$ cat config.mk
export PLATFORM = sky130hd
export DESIGN_NAME = spd_cmd_decoder
export DESIGN_NICKNAME = d
export VERILOG_FILES = /design/src/rtl/spd_cmd_pkg.sv /design/src/rtl/spd_sel_classify.sv /design/src/rtl/spd_cmd_decoder.sv
export SDC_FILE = /design/constraint.sdc
export NUM_CORES = 1
export LEC_CHECK = 0
export ABC_CLOCK_PERIOD_IN_PS = 1820
export BUFFER_PORTS_ARGS = -buffer_cell sky130_fd_sc_hd__buf_2
export CORE_MARGIN = 2
export CORE_UTILIZATION = 51
export CTS_CLUSTER_SIZE = 25
export DETAILED_ROUTE_END_ITERATION = 7
export GPL_ROUTABILITY_DRIVEN = 0
export PLACE_DENSITY = 0.78
export REMOVE_ABC_BUFFERS = 1
export SYNTH_ARGS = -nofsm -noshare
export SYNTH_HDL_FRONTEND = slang
export SYNTH_SLANG_ARGS = --single-unit
$ cat constraint.sdc
create_clock -name clk -period 1.82 [get_ports clk]
set_clock_uncertainty 0.05 [all_clocks]
set_input_delay 0.455 -clock clk [delete_from_list [all_inputs] [get_ports clk]]
set_output_delay 0.455 -clock clk [all_outputs]
set_load 0.02 [all_outputs]
$ cat src/rtl/spd_cmd_pkg.sv
package spd_cmd_pkg;

    localparam int NUM_BLK = 4;
    localparam int BLK_W   = $clog2(NUM_BLK);

    localparam logic [3:0] MEM_NIBBLE = 4'b1010;
    localparam logic [3:0] CMD_NIBBLE = 4'b0110;

    localparam logic [2:0] CODE_CLR  = 3'b011;
    localparam logic [2:0] CODE_PG0  = 3'b110;
    localparam logic [2:0] CODE_PG1  = 3'b111;

    typedef enum logic [3:0] {
        K_NONE,
        K_MEM_WR,
        K_MEM_RD,
        K_WP_SET,
        K_WP_CLR,
        K_WP_QRY,
        K_PG0,
        K_PG1,
        K_PG_QRY,
        K_RSVD
    } sel_kind_e;

    typedef struct packed {
        sel_kind_e        kind;
        logic [BLK_W-1:0] blk;
    } sel_dec_t;

    typedef enum logic [2:0] {
        OP_IDLE,
        OP_MEM_WR,
        OP_MEM_RD,
        OP_WP_SET,
        OP_WP_CLR,
        OP_WP_REJ
    } op_e;

    // Block codes are not binary: the mapping is kept for compatibility.
    function automatic logic code_is_blk(input logic [2:0] code);
        return (code == 3'b001) || (code == 3'b100) ||
               (code == 3'b101) || (code == 3'b000);
    endfunction

    function automatic logic [BLK_W-1:0] code_to_blk(input logic [2:0] code);
        logic [BLK_W-1:0] b;
        case (code)
            3'b001:  b = 2'd0;
            3'b100:  b = 2'd1;
            3'b101:  b = 2'd2;
            default: b = 2'd3;
        endcase
        return b;
    endfunction

endpackage

$ cat src/rtl/spd_sel_classify.sv
module spd_sel_classify
    import spd_cmd_pkg::*;
(
    input  logic [7:0] sel_byte_i,
    input  logic [2:0] slave_addr_i,
    output sel_dec_t   dec_o
);

    logic [3:0] nib;
    logic [2:0] code;
    logic       rw;

    assign nib  = sel_byte_i[7:4];
    assign code = sel_byte_i[3:1];
    assign rw   = sel_byte_i[0];

    always_comb begin
        dec_o.kind = K_NONE;
        dec_o.blk  = code_to_blk(code);
        if (nib == MEM_NIBBLE) begin
            if (code == slave_addr_i)
                dec_o.kind = rw ? K_MEM_RD : K_MEM_WR;
        end else if (nib == CMD_NIBBLE) begin
            if (code_is_blk(code))
                dec_o.kind = rw ? K_WP_QRY : K_WP_SET;
            else if (code == CODE_CLR && !rw)
                dec_o.kind = K_WP_CLR;
            else if (code == CODE_PG0)
                dec_o.kind = rw ? K_PG_QRY : K_PG0;
            else if (code == CODE_PG1 && !rw)
                dec_o.kind = K_PG1;
            else
                dec_o.kind = K_RSVD;
        end
    end

endmodule

$ cat src/rtl/spd_cmd_decoder.sv
module spd_cmd_decoder
    import spd_cmd_pkg::*;
#(
    parameter logic [NUM_BLK-1:0] PROT_INIT = '0
) (
    input  logic               clk,
    input  logic               rst_n,
    input  logic               sel_valid_i,
    input  logic [7:0]         sel_byte_i,
    input  logic               addr_valid_i,
    input  logic               addr_msb_i,
    input  logic               data_valid_i,
    input  logic               stop_i,
    input  logic [2:0]         slave_addr_i,
    input  logic               hv_i,
    input  logic               write_busy_i,
    input  logic               wr_ctrl_i,
    output logic               resp_o,
    output logic               ack_o,
    output logic               wr_req_o,
    output logic               page_o,
    output logic [NUM_BLK-1:0] prot_o
);

    typedef struct packed {
        op_e                op;
        logic [BLK_W-1:0]   blk;
        logic               pend;
        logic               ack;
        logic               resp;
        logic               wr_req;
        logic               page;
        logic [NUM_BLK-1:0] prot;
    } state_t;

    state_t   st_d, st_q;
    sel_dec_t dec;

    spd_sel_classify u_classify (
        .sel_byte_i   (sel_byte_i),
        .slave_addr_i (slave_addr_i),
        .dec_o        (dec)
    );

    always_comb begin
        st_d        = st_q;
        st_d.resp   = 1'b0;
        st_d.wr_req = 1'b0;
        if (sel_valid_i) begin
            st_d.resp = 1'b1;
            st_d.ack  = 1'b0;
            st_d.pend = 1'b0;
            st_d.op   = OP_IDLE;
            if (!write_busy_i) begin
                case (dec.kind)
                    K_MEM_WR: begin st_d.ack = 1'b1; st_d.op = OP_MEM_WR; end
                    K_MEM_RD: begin st_d.ack = 1'b1; st_d.op = OP_MEM_RD; end
                    K_WP_SET: begin
                        st_d.blk = dec.blk;
                        if (hv_i && !st_q.prot[dec.blk]) begin
                            st_d.ack = 1'b1;
                            st_d.op  = OP_WP_SET;
                        end else if (hv_i) begin
                            st_d.op  = OP_WP_REJ;
                        end
                    end
                    K_WP_CLR: begin
                        if (hv_i) begin
                            st_d.ack = 1'b1;
                            st_d.op  = OP_WP_CLR;
                        end
                    end
                    K_WP_QRY: st_d.ack = !st_q.prot[dec.blk];
                    K_PG0:    begin st_d.ack = 1'b1; st_d.page = 1'b0; end
                    K_PG1:    begin st_d.ack = 1'b1; st_d.page = 1'b1; end
                    K_PG_QRY: st_d.ack = !st_q.page;
                    default:  st_d.ack = 1'b0;
                endcase
            end
        end else if (addr_valid_i) begin
            st_d.resp = 1'b1;
            st_d.ack  = (st_q.op == OP_MEM_WR) || (st_q.op == OP_WP_SET) ||
                        (st_q.op == OP_WP_CLR);
            if (st_q.op == OP_MEM_WR)
                st_d.blk = {st_q.page, addr_msb_i};
        end else if (data_valid_i) begin
            st_d.resp = 1'b1;
            case (st_q.op)
                OP_MEM_WR: begin
                    st_d.ack  = !wr_ctrl_i && !st_q.prot[st_q.blk];
                    st_d.pend = st_q.pend || st_d.ack;
                end
                OP_WP_SET, OP_WP_CLR: begin
                    st_d.ack  = 1'b1;
                    st_d.pend = 1'b1;
                end
                default: st_d.ack = 1'b0;
            endcase
        end else if (stop_i) begin
            if (st_q.pend) begin
                st_d.wr_req = 1'b1;
                if (st_q.op == OP_WP_SET)
                    st_d.prot[st_q.blk] = 1'b1;
                else if (st_q.op == OP_WP_CLR)
                    st_d.prot = '0;
            end
            st_d.pend = 1'b0;
            st_d.op   = OP_IDLE;
        end
    end

    always_ff @(posedge clk or negedge rst_n) begin
        if (!rst_n) begin
            st_q        <= '0;
            st_q.op     <= OP_IDLE;
            st_q.prot   <= PROT_INIT;
        end else begin
            st_q        <= st_d;
        end
    end

    assign resp_o   = st_q.resp;
    assign ack_o    = st_q.ack;
    assign wr_req_o = st_q.wr_req;
    assign page_o   = st_q.page;
    assign prot_o   = st_q.prot;

    AST_BUSY_NOACK: assert property (@(posedge clk) disable iff (!rst_n)
        sel_valid_i && write_busy_i |=> resp_o && !ack_o);

    AST_PROT_WITH_WRREQ: assert property (@(posedge clk) disable iff (!rst_n)
        !$stable(prot_o) |-> wr_req_o && $past(stop_i));

    AST_NOHV_NOACK: assert property (@(posedge clk) disable iff (!rst_n)
        sel_valid_i && !hv_i && sel_byte_i[7:4] == CMD_NIBBLE && !sel_byte_i[0] &&
        sel_byte_i[3:2] != 2'b11 |=> !ack_o);

    AST_PAGE_BY_CMD: assert property (@(posedge clk) disable iff (!rst_n)
        !$stable(page_o) |-> $past(sel_valid_i && !write_busy_i &&
        sel_byte_i[7:4] == CMD_NIBBLE && sel_byte_i[3:2] == 2'b11 && !sel_byte_i[0]));

    AST_WC_MEM_NOACK: assert property (@(posedge clk) disable iff (!rst_n)
        data_valid_i && !sel_valid_i && !addr_valid_i && wr_ctrl_i &&
        st_q.op == OP_MEM_WR |=> !ack_o);

    AST_WRREQ_AFTER_STOP: assert property (@(posedge clk) disable iff (!rst_n)
        wr_req_o |-> $past(stop_i));

    AST_RESP_AFTER_STROBE: assert property (@(posedge clk) disable iff (!rst_n)
        resp_o |-> $past(sel_valid_i || addr_valid_i || data_valid_i));

endmodule

# After elaboration in Yosys (flattened, before gate mapping)
# Index checks and enable logic that the tools add are counted.
# word_totals
inputBits	21
regBits	14
out_inout_bits	8
# op_classes
reduce_logical	31
bitwise	5
eq_ne	25
magnitude_cmp	3
mux	48
# ops
cell	n
4-bit 2-to-1 mux	10
3-bit 2-to-1 mux	7
4-bit by 3-bit equality test with 1-bit output (second input constant)	5
3-bit equality test (second input constant)	5
1-bit 2-to-1 mux	14
2-bit 2-to-1 mux	6
3-bit case mux with 4 select lines	1
2-bit nonzero test	5
3-bit AND reduction	3
4-bit by 2-bit equality test with 1-bit output (second input constant)	2
4-bit equality test (second input constant)	2
8-bit 2-to-1 mux	1
3-bit by 1-bit equality test with 1-bit output (second input constant)	2
3-bit by 2-bit equality test with 1-bit output (second input constant)	2
1-bit logical OR	6
2-bit by 3-bit less-than comparator with 1-bit output (second input constant)	2
2-bit != test (second input constant)	3
1-bit case mux with 2 select lines	3
2-bit case mux with 3 select lines	1
6-bit AND reduction	1
3-bit nonzero test	2
1-bit logical AND	5
1-bit zero test	5
5-bit 2-to-1 mux	1
14 further kinds	18

# Logic depth before layout (Yosys ltp)
# logic_depth
word_depth	13
mapped_depth	6

# Hierarchy
# From an unflattened synthesis, not the netlist that was laid out.
# unflattened
cells_unflattened	107
hier_area_um2	1009.7
# by_module_without_submodules
module	n_inst	seq_area_each_um2	area_each_um2	cells_per_inst
spd_cmd_decoder	1	350.3	863.3	85
spd_sel_classify	1	0.0	146.4	22

# Least setup slack after synthesis
# No wires, ideal clock.
# synth_timing
kind	input to register
startpoint	input port sel_byte_i[7]
endpoint	register st_q[12] in the netlist's numbering
arrival_ns	1.634
n_path_buf	0
t_required_ns	1.694
stages	5
slack_ns	0.059
cell_sequence	and4bb_1 nand2_1 or4b_4 a211o_1 o21ai_1
# synth_via
elab_chain_len	7
elab_cells_between_ends	11
# synth_rtl
item	line_no	rtl
start, declared	spd_cmd_decoder.sv:9	input logic [7:0] sel_byte_i,
4-bit by 3-bit equality test with 1-bit output	spd_sel_classify.sv:23	end else if (nib == CMD_NIBBLE) begin
4-bit 2-to-1 mux	spd_sel_classify.sv:23	
4-bit 2-to-1 mux (*)	spd_sel_classify.sv:20	if (nib == MEM_NIBBLE) begin
4-bit by 3-bit equality test with 1-bit output, or another cell as far along	spd_cmd_decoder.sv:55	case (dec.kind)
3-bit case mux with 4 select lines (*)	spd_cmd_decoder.sv:55	
5-bit 2-to-1 mux (*)	spd_cmd_decoder.sv:54	if (!write_busy_i) begin
8-bit 2-to-1 mux (*)	spd_cmd_decoder.sv:49	if (sel_valid_i) begin
end signal, assigned	spd_cmd_decoder.sv:118	st_q <= st_d;
end, declared	spd_cmd_decoder.sv:36	state_t st_d, st_q;
# Every way passes the cells marked *; elsewhere a longest branch is shown, timed or not. The select of a mux whose other input is x is not followed.
# A chain may end at the register's enable or synchronous reset.

# Worst setup path in the final report
# layout_timing
startpoint	input port sel_byte_i[2]
endpoint	register st_q (netlist bit page_o)
# layout_via
elab_chain_len	11
elab_cells_between_ends	25
# layout_rtl
item	line_no	rtl
3-bit equality test	spd_sel_classify.sv:30	else if (code == CODE_PG1 && !rw)
1-bit logical AND	spd_sel_classify.sv:30	
4-bit 2-to-1 mux	spd_sel_classify.sv:30	
4-bit 2-to-1 mux	spd_sel_classify.sv:28	else if (code == CODE_PG0)
4-bit 2-to-1 mux	spd_sel_classify.sv:26	else if (code == CODE_CLR && !rw)
4-bit 2-to-1 mux	spd_sel_classify.sv:24	if (code_is_blk(code))
4-bit 2-to-1 mux	spd_sel_classify.sv:23	
4-bit 2-to-1 mux (*)	spd_sel_classify.sv:20	
4-bit by 3-bit equality test with 1-bit output	spd_cmd_decoder.sv:55	
2-bit nonzero test (no line)	--	
3-bit AND reduction (no line)	--	
# Every way passes the cells marked *; elsewhere a longest branch is shown, timed or not.

==> results.py <==
metrics = {
    "sta": {
        "slew_headroom_pct": 69.1,
        "finalSetupViolations": 0,
        "fin_crit_ps": 1640,
        "finalSetupTns_ps": 0,
        "hold_viol": 14,
        "worstMarginPinSlew_ps": 459,
        "rsz0062_at_grt": "no",
        "maxSlewViolCount": 0,
        "whs_ps": -7.85,
        "fmax_mhz": 611,
        "finalCritPeriodShare_pct": 90.0,
    },
    "yosys": {
        "synth.cells.most_frequent": "dfrtp_1, nor2_1, a21oi_1",
        "synth-seq-area-share_pct": 34.1,
        "yosys.area.top_type_share_pct": 34.1,
        "synthCells": 115,
        "yosysTopAreaCell": "dfrtp_1",
        "yosysMostFrequentCell": "dfrtp_1",
        "async_flop_share_pct": 100,
        "synth_edf_count": 0,
        "synth_warnings": 0,
        "ys_ff_latch": 14,
        "syn_avg_cell_area_um2": 8.92,
        "synth_area_um2": 1030,
        "synth_flop_cell": "dfrtp_1",
        "synth.distinct_cells": 43,
        "yosys-top-cells-area": "dfrtp_1, nor2_1, a31oi_1",
    },
    "clock_network": {
        "cts_buffer_depth": 2,
        "cts.repair.resized": 0,
        "clk_pin_slew_ps": 80,
        "htree_num_levels": 1,
        "cts_tree": "built",
        "cts_buffers": 3,
        "cts_setup_buffers": 0,
        "root_buffer": "clkbuf_4",
        "cts.sink_count": 14,
        "clock_latency_ps": 290,
        "cts_hold_buf": 0,
    },
    "die": {
        "chipWidth_um": 48.9,
        "die_area_um2": 2390,
        "core_um2": 1920,
        "rows": 16,
        "die_h_um": 48.9,
        "ios": 29,
        "initial_core_util_pct": 53.4,
    },
    "routing": {
        "drc": 0,
        "viasPerCell": 5.66,
        "wire_per_inst_um": 13.0,
        "drt-pass1-iter-count": 4,
        "vias": 1014,
        "initialDrtViolationCount": 26,
        "postRouteAntennaNets": 0,
        "drt-total-wl_um": 2330,
    },
    "cells_and_area": {
        "final_util_pct": 65.7,
        "syn_to_final_growth_pct": 23.0,
        "antenna_cells": 0,
        "layout-drive-gt1-share_pct": 33.6,
        "layout.cells.non_filler": 179,
        "fin_nets": 174,
        "fillers": 176,
    },
    "critical_path": {
        "worstPathRequired_ps": 1980,
        "startpoint_type": "input pin",
        "rrSetupSlack_ps": 190,
        "critPathCaptureType": "register",
        "timing.rr.start": "prot_o[2]$_DFFE_PN0P_",
        "path_class": "input pin to register",
        "rr_worst_depth": 6,
        "cp_max_fo": 8,
        "r2r_end": "ack_o$_DFFE_PN0P_",
        "crit_arrival_ps": 1800,
    },
    "status": {
        "violations": "negative hold slack",
        "outcome": "complete, but fails checks",
    },
    "place": {
        "hpwl_um": 1920,
        "io_buffers": 28,
        "dp.cells": 175,
    },
    "global_routing": {
        "grt_use_total_pct": 21.3,
        "grt_max_degree": 15,
        "grt_pass1_wl_um": 3960,
        "antenna_found_initial": 0,
        "first_global_vias": 959,
        "grt_overflow": 0,
    },
    "job": {
        "drv_cap": 0,
    },
    "pwr": {
        "peakVddDrop_mv": 0.315,
        "total_power_mw": 0.683,
        "cellPowerDensity_nw_per_um2": 541,
        "p_leak_nw": 0.585,
    },
    "min_path": {
        "hp-class": "input pin to asynchronous set/reset pin",
    },
}
==> how the worst max path moves through the flow <==
stage	start	endpoint	slack (ps)
finish	sel_byte_i[2]	page_o$_DFFE_PN0P_	180
global route	sel_byte_i[2]	page_o$_DFFE_PN0P_	60
CTS	prot_o[2]$_DFFE_PN0P_	ack_o$_DFFE_PN0P_	190
floorplan	sel_byte_i[7]	st_q[12]$_DFFE_PN0P_	60
detailed placement	sel_byte_i[7]	st_q[12]$_DFFE_PN0P_	-110
global placement	sel_byte_i[1]	ack_o$_DFFE_PN0P_	-100
==> cells by family after synthesis <==
group	share of synthesized area, %
buffers and inverters	9.51
AND/OR/NAND/NOR	25.4
multiplexers	3.17
AO/OA/AOI/OAI	25.2
flip-flops	34.1
XOR/XNOR	2.56
==> power by group <==
group	internal [mW]	switching (mW)
Combinational	0.0570	0.0698
Clock	0.122	0.106
Sequential	0.319	0.00992
Total	0.498	0.185
==> critical path, stage by stage <==
cell	delay (ps)
buf_2	160
xor2_1	180
nor4_2	480
nor2b_1	250
a21oi_1	60
a41oi_1	210
==> sequential cells by signal (all words and copies together), names as in the netlist <==
register	cells
wr_req_o	1
prot_o	4
page_o	1
resp_o	1
ack_o	1
st_q	6
==> per-stage QoR <==
step                worst slack (ps)  instance area (µm²)
CTS                              185                 1260
floorplan                       59.4                  955
detailed placement              -114                 1230
global route                    64.0                 1260
finish                           182                 1260
global placement                -104                 1230
==> final cells by class <==
type / instances / area (µm²) / share of cell area (%)
multi-input cells: 86 / 578 / 45.8
inverters: 7 / 26.3 / 2.08
repair buffers: 41 / 238 / 18.8
clock buffers: 4 / 36.3 / 2.87
flip-flops and latches: 14 / 350 / 27.8
well taps: 27 / 33.8 / 2.68
==> per-layer routing <==
metal  global-route usage, %  routed length [µm]  vias up
met4                    11.0                  43        0
met3                    2.15                 104        5
li1                        -                   -      498
met1                    23.4                 952      475
met5                       0                   0        -
met2                    40.2                1230       36
==> cells in the final DEF, fill, tap and decap left out, types with 2 or more instances in the layout <==
master	instances
buf_2	28
dfrtp_1	14
buf_4	13
nor2_1	12
a21oi_1	8
inv_1	7
a31oi_1	7
nand2_1	6
o21ai_0	5
nor2b_1	5
a211oi_1	4
nor3b_1	3
nor3_1	3
xor2_1	3
clkbuf_4	3
nand4bb_1	2
and2_1	2
o21ai_1	2
(Power assumes the default switching activity.)
